--- src/rtl/cart_map_pkg.sv ---
package cart_map_pkg;

  // Strobes from the decode control to the address datapath.
  typedef struct packed {
    logic romSel;    // address falls in a ROM region
    logic sramSel;   // address falls in an enabled save-RAM window
    logic wideFold;  // 64 KB bank folding in use
  } map_strobe_t;

endpackage

--- src/rtl/cart_map_ctrl.sv ---
module cart_map_ctrl
  import cart_map_pkg::*;
#(
  parameter int BANK_W  = 8,
  parameter int OFF_W   = 16,
  parameter int SCODE_W = 3
) (
  input  logic               cartSel,
  input  logic               wideMode,
  input  logic [BANK_W-1:0]  bank,
  input  logic [OFF_W-1:0]   offset,
  input  logic [SCODE_W-1:0] sramSizeCode,
  output map_strobe_t        strobes
);

  // Bank-range constants (work RAM pair, save windows).
  localparam logic [BANK_W-2:0] WRAM_PAIR    = 7'h3F;  // banks $7E/$7F
  localparam logic [3:0]        NSAVE_HI_NIB = 4'h7;   // banks $7x
  localparam logic [3:0]        NSAVE_LAST   = 4'hD;   // up to $7D
  localparam logic [2:0]        WSAVE_SLICE  = 3'b011; // offsets $6000-$7FFF

  logic inWram;
  logic narrowRom, wideRom, narrowSram, wideSram;
  logic sramPresent;

  always_comb begin
    inWram      = (bank[BANK_W-1:1] == WRAM_PAIR);
    sramPresent = (sramSizeCode != '0);

    // 32 KB folding: upper half of every bank except the work-RAM pair.
    narrowRom  = offset[OFF_W-1] && !inWram;
    // 64 KB folding: $C0-$FF outright, $40-$7D outright.
    wideRom    = (bank[BANK_W-1:BANK_W-2] == 2'b11) ||
                 ((bank[BANK_W-1:BANK_W-2] == 2'b01) && !inWram);

    narrowSram = (bank[BANK_W-1:BANK_W-4] == NSAVE_HI_NIB) &&
                 (bank[3:0] <= NSAVE_LAST) && !offset[OFF_W-1];
    // $20-$3F and $A0-$BF share bank bits [6:5] = 01.
    wideSram   = (bank[BANK_W-2:BANK_W-3] == 2'b01) &&
                 (offset[OFF_W-1:OFF_W-3] == WSAVE_SLICE);

    strobes.wideFold = wideMode;
    strobes.romSel   = cartSel && (wideMode ? wideRom : narrowRom);
    strobes.sramSel  = cartSel && sramPresent &&
                       (wideMode ? wideSram : narrowSram);
  end

endmodule

--- src/rtl/cart_map_dp.sv ---
module cart_map_dp
  import cart_map_pkg::*;
#(
  parameter int BANK_W  = 8,
  parameter int OFF_W   = 16,
  parameter int RCODE_W = 4,
  parameter int SCODE_W = 3,
  parameter int ROM_AW  = 22,
  parameter int SRAM_AW = 15,
  parameter int SRAM_LG_BASE = 10  // code k -> 2^(SRAM_LG_BASE+k) bytes
) (
  input  logic               clk,
  input  logic               rstN,
  input  map_strobe_t        strobes,
  input  logic [BANK_W-1:0]  bank,
  input  logic [OFF_W-1:0]   offset,
  input  logic [RCODE_W-1:0] romSizeCode,
  input  logic [SCODE_W-1:0] sramSizeCode,
  output logic               romEn,
  output logic [ROM_AW-1:0]  romAddr,
  output logic               sramEn,
  output logic [SRAM_AW-1:0] sramAddr
);

  localparam int ROM_LG_MIN   = OFF_W - 1;            // 32 KB smallest ROM
  localparam int ROM_CODE_MAX = ROM_AW - ROM_LG_MIN;
  localparam int SRAM_CODE_MAX = SRAM_AW - SRAM_LG_BASE;
  localparam int WSAVE_LOW_W  = OFF_W - 3;            // 8 KB save slice

  logic [ROM_AW-1:0]  narrowRaw, wideRaw, romRaw, romMask;
  logic [SRAM_AW-1:0] sramNarrowRaw, sramWideRaw, sramRaw, sramMask;
  int unsigned romLg, sramLg;

  always_comb begin
    narrowRaw = ROM_AW'({bank[BANK_W-2:0], offset[OFF_W-2:0]});
    wideRaw   = ROM_AW'({bank[BANK_W-3:0], offset});
    romRaw    = strobes.wideFold ? wideRaw : narrowRaw;

    sramNarrowRaw = SRAM_AW'(offset[OFF_W-2:0]);
    sramWideRaw   = SRAM_AW'({bank[4:0], offset[WSAVE_LOW_W-1:0]});
    sramRaw       = strobes.wideFold ? sramWideRaw : sramNarrowRaw;

    romLg  = ROM_LG_MIN + ((int'(romSizeCode) > ROM_CODE_MAX) ?
                           ROM_CODE_MAX : int'(romSizeCode));
    sramLg = SRAM_LG_BASE + ((int'(sramSizeCode) > SRAM_CODE_MAX) ?
                             SRAM_CODE_MAX : int'(sramSizeCode));
  end

  // Size masks: one comparator per address bit.
  for (genvar i = 0; i < ROM_AW; i++) begin : g_romMask
    assign romMask[i] = (i < romLg);
  end
  for (genvar j = 0; j < SRAM_AW; j++) begin : g_sramMask
    assign sramMask[j] = (j < sramLg);
  end

  always_ff @(posedge clk or negedge rstN) begin
    if (!rstN) begin
      romEn    <= 1'b0;
      romAddr  <= '0;
      sramEn   <= 1'b0;
      sramAddr <= '0;
    end else begin
      romEn    <= strobes.romSel;
      romAddr  <= strobes.romSel  ? (romRaw & romMask)   : '0;
      sramEn   <= strobes.sramSel;
      sramAddr <= strobes.sramSel ? (sramRaw & sramMask) : '0;
    end
  end

endmodule

--- src/rtl/cart_mapper.sv ---
module cart_mapper
  import cart_map_pkg::*;
#(
  parameter int BANK_W  = 8,
  parameter int OFF_W   = 16,
  parameter int RCODE_W = 4,
  parameter int SCODE_W = 3,
  parameter int ROM_AW  = 22,
  parameter int SRAM_AW = 15
) (
  input  logic               clk,
  input  logic               rstN,
  input  logic               cartSel,
  input  logic               wideMode,
  input  logic [BANK_W-1:0]  bank,
  input  logic [OFF_W-1:0]   offset,
  input  logic [RCODE_W-1:0] romSizeCode,
  input  logic [SCODE_W-1:0] sramSizeCode,
  output logic               romEn,
  output logic [ROM_AW-1:0]  romAddr,
  output logic               sramEn,
  output logic [SRAM_AW-1:0] sramAddr
);

  map_strobe_t strobes;

  cart_map_ctrl #(
    .BANK_W(BANK_W), .OFF_W(OFF_W), .SCODE_W(SCODE_W)
  ) u_ctrl (
    .cartSel(cartSel), .wideMode(wideMode), .bank(bank),
    .offset(offset), .sramSizeCode(sramSizeCode), .strobes(strobes)
  );

  cart_map_dp #(
    .BANK_W(BANK_W), .OFF_W(OFF_W), .RCODE_W(RCODE_W),
    .SCODE_W(SCODE_W), .ROM_AW(ROM_AW), .SRAM_AW(SRAM_AW),
    .SRAM_LG_BASE(10)
  ) u_dp (
    .clk(clk), .rstN(rstN), .strobes(strobes), .bank(bank),
    .offset(offset), .romSizeCode(romSizeCode),
    .sramSizeCode(sramSizeCode), .romEn(romEn), .romAddr(romAddr),
    .sramEn(sramEn), .sramAddr(sramAddr)
  );

endmodule

--- config.mk ---
export PLATFORM = sky130hd
export DESIGN_NAME = cart_mapper
export DESIGN_NICKNAME = d
export VERILOG_FILES = /design/src/rtl/cart_map_pkg.sv /design/src/rtl/cart_map_ctrl.sv /design/src/rtl/cart_map_dp.sv /design/src/rtl/cart_mapper.sv
export SDC_FILE = /design/constraint.sdc
export NUM_CORES = 1
export LEC_CHECK = 0
export BUFFER_PORTS_ARGS = -buffer_cell sky130_fd_sc_hd__buf_2
export CAP_MARGIN = 5
export CORE_MARGIN = 2
export CORE_UTILIZATION = 35
export CTS_BUF_LIST = sky130_fd_sc_hd__clkbuf_16
export DETAILED_ROUTE_END_ITERATION = 8
export GPL_TIMING_DRIVEN = 0
export PLACE_DENSITY = 0.73
export SLEW_MARGIN = 10
export SYNTH_ARGS = -nofsm -noshare
export SYNTH_HDL_FRONTEND = slang
export SYNTH_HIERARCHICAL = 1
export SYNTH_SLANG_ARGS = --single-unit
--- constraint.sdc ---
create_clock -name clk -period 1.1 [get_ports clk]
set_clock_uncertainty 0.1 [all_clocks]
set_input_delay 0.22 -clock clk [delete_from_list [all_inputs] [get_ports clk]]
set_output_delay 0.22 -clock clk [all_outputs]
set_load 0.005 [all_outputs]
==> run summary <==
final period utilization: 1.202
Syn Inst Count: 133
Detailed Route WL: 4236 microns
root buf cell: clkbuf_16
Top Ports: 74
top cell type's share of synthesized area: 0.6042
layout filler cell count: 359
dpl cell area: 2107 sq um
first drt pass iteration count: 4
placed cell count: 257
drt drc: 0
vias per std cell: 4.996
H-tree depth: 2
Rows: 24
synthesized area: 1615 sq um
flops & latches, synth: 39
final antenna-violating net count: 0
VDD IR max: 1.023 mV
initial antenna violation count: 0
top cells by area, synth: dfrtp_1 (60%), mux2i_1 (5.6%), and2_1 (3.9%)
Worst Path Max Fanout: 6
Critical Path Source Type: primary input
first-pass GRT wire length: 6272 microns
Clk pin slew, worst setup/hold paths: 50 ps
asr flop ratio synth: 1.000
Final Setup Violations: 36
Synth Net Count: 170
die height: 71.94 microns
CTS tree: done
Netlist cell types: 37
Worst slew margin: 0.4349
Detailed Route Iter0 Violations: 71
Leakage: 0.001387 uW
global-route usage over all layers: 0.1637
Worst Setup End Kind: flip-flop
Post-synth EDFFs: 0
IO Port Bufs: 72
largest net degree at the start of global routing: 40
core area: 4414 sq um
CTS max path bufs: 2
area delta synth->final: 60.11%
die area: 5175 sq um
Multi-input gate area: 773.2 sq um
Data required, critical path: 1220 ps
GR Overflow Total: 0
Final min period: 1322 ps
nets: 264
final RePlAce weighted congestion: 0.8268
f_max: 756.6 MHz
Slew @ Worst Pin: 847.6 ps
max-cap violations: 0
status: finished with violations
Syn. warnings: 6
Fin. Hold Viols: 39
mean routed wirelength per cell: 15.18 microns
Critical Path AT: 1440 ps
failing checks: hold timing, setup timing
worst hold margin: -51.04 ps
pins over their slew limit: 0
antenna cells: 0
post-route cell area: 2586 sq um
die width: 71.94 microns
RSZ-0062 raised after global routing: yes
CP Class: primary input to flip-flop
final std cells w/o fill: 279
register area: 975.9 sq um
pre-CTS setup slack: -697.9 ps
pwr dens: 1381 nW/um^2
via count: 1394
Num CTS Buffers: 5
Clock Sinks: 39
Synth area leader: dfrtp_1
worst hold path type: primary input to asynchronous set/reset pin
Seq/Total Area, Yosys: 0.6042
average cell area after synthesis: 12.15 sq um
initial core utilization: 0.3659
post-route core utilization: 0.5859
HPWL Detailed: 2829 microns
Most used DFF post-synth: dfrtp_1
worst setup margin: -221.7 ps
vias in the first global route: 1309
layout cell share with drive strength beyond 1: 0.5947
[synthesized netlist by cell type (all sizes together) (3+ instances only)]
library cell	instances
a211oi	5
dfrtp	39
mux2i	9
nand2	9
nor3	3
buf	3
o21ai	3
and2	10
nor2	9
and3	9
nand3	3
a21oi	6
inv	3
[routing by layer]
layer	up-vias	share of wire	wire length, microns	GRT usage
met5	-	0	0	0
met4	0	0.033	138	0.1090
met3	10	0.071	301	0.03750
met2	65	0.48	2026	0.2593
met1	660	0.42	1769	0.2004
li1	659	-	-	-
[cells in the final DEF (no fill, tap or decap), types with 2 or more instances in the layout]
master,Yosys,layout
buf_2,1,67
and2_4,0,6
and2_1,10,4
nand3_1,3,3
nor2_1,9,6
buf_12,0,2
a211oi_1,4,3
nor3_2,0,2
nor3b_1,2,2
clkbuf_16,0,5
a21oi_2,2,4
and3_4,1,2
mux2i_1,9,9
nand2b_4,0,2
inv_1,3,2
nor2_2,0,3
and3_1,8,7
buf_6,0,7
buf_4,1,12
nand2_1,9,7
dfrtp_1,39,39
buf_8,1,3
ha_4,0,2
[area by class of cell]
cell class / count / area share
multi-input combinational: 86 / 0.2990
clock buffer: 5 / 0.04838
buffer: 5 / 0.02419
clock inverter: 2 / 0.01306
sequential: 39 / 0.3774
timing repair buffer: 87 / 0.2066
tap: 52 / 0.02516
inverter: 3 / 0.006289
[what timing repair did]
item / 4_1_cts / 5_1_grt
setup buffers: 11 / 2
gates resized for setup: 39 / 14
gates cloned: 2 / 0
pin swaps: 21 / 8
setup endpoints to repair: 38 / 53
hold endpoints to repair: 39 / 0
[kinds of logic (layout without fill, tap and decap cells)]
kind of cell / count (synthesis) / in the layout / synth area share
AO/OA/AOI/OAI: 23 / 23 / 0.1131
XOR/XNOR: 1 / 1 / 0.005423
adder cells (fa/ha/maj): 2 / 2 / 0.01549
buffers and inverters: 8 / 102 / 0.02866
flip-flops: 39 / 39 / 0.6042
multiplexers: 9 / 9 / 0.05577
AND/OR/NAND/NOR: 51 / 51 / 0.1774
[where the power goes]
| group | switching, uW | leakage, uW | internal, uW |
|---|---|---|---|
| combinational | 259 | 0.000776 | 243 |
| clock | 518 | 0.0000811 | 1050 |
| sequential | 13.7 | 0.000530 | 1490 |
| total | 791 | 0.00139 | 2780 |
[path summary, 6_finish.rpt]
kind / startpoint / endpoint / cells after the start
worst max-delay path: romSizeCode[1] / u_dp/romAddr[12] / 6
worst min-delay path: rstN / u_dp/sramAddr[14] / 1
max in group asynchronous: rstN / u_dp/sramAddr[9] / 1
min in group clk: offset[6] / u_dp/romAddr[6] / 3
[state kept, by name (all words and copies together), names as in the netlist]
register	flops
u_dp/romAddr	22
u_dp/romEn	1
u_dp/sramAddr	15
u_dp/sramEn	1
[metrics by stage]
stage                     total power [uW]  setup TNS, ps
after CTS                             3583          -4514
after global placement                1907         -20250
after floorplan                       1701          -9790
after detailed placement              1911         -20930
final                                 3570          -4735
after global routing                  3697          -5875
[worst max-delay path, cell delays in order]
cell,delay [ps]
buf_12,100
or3_4,410
ha_4,320
inv_6,50
o21ai_4,150
and3_4,190
(Power assumes the default switching activity.)
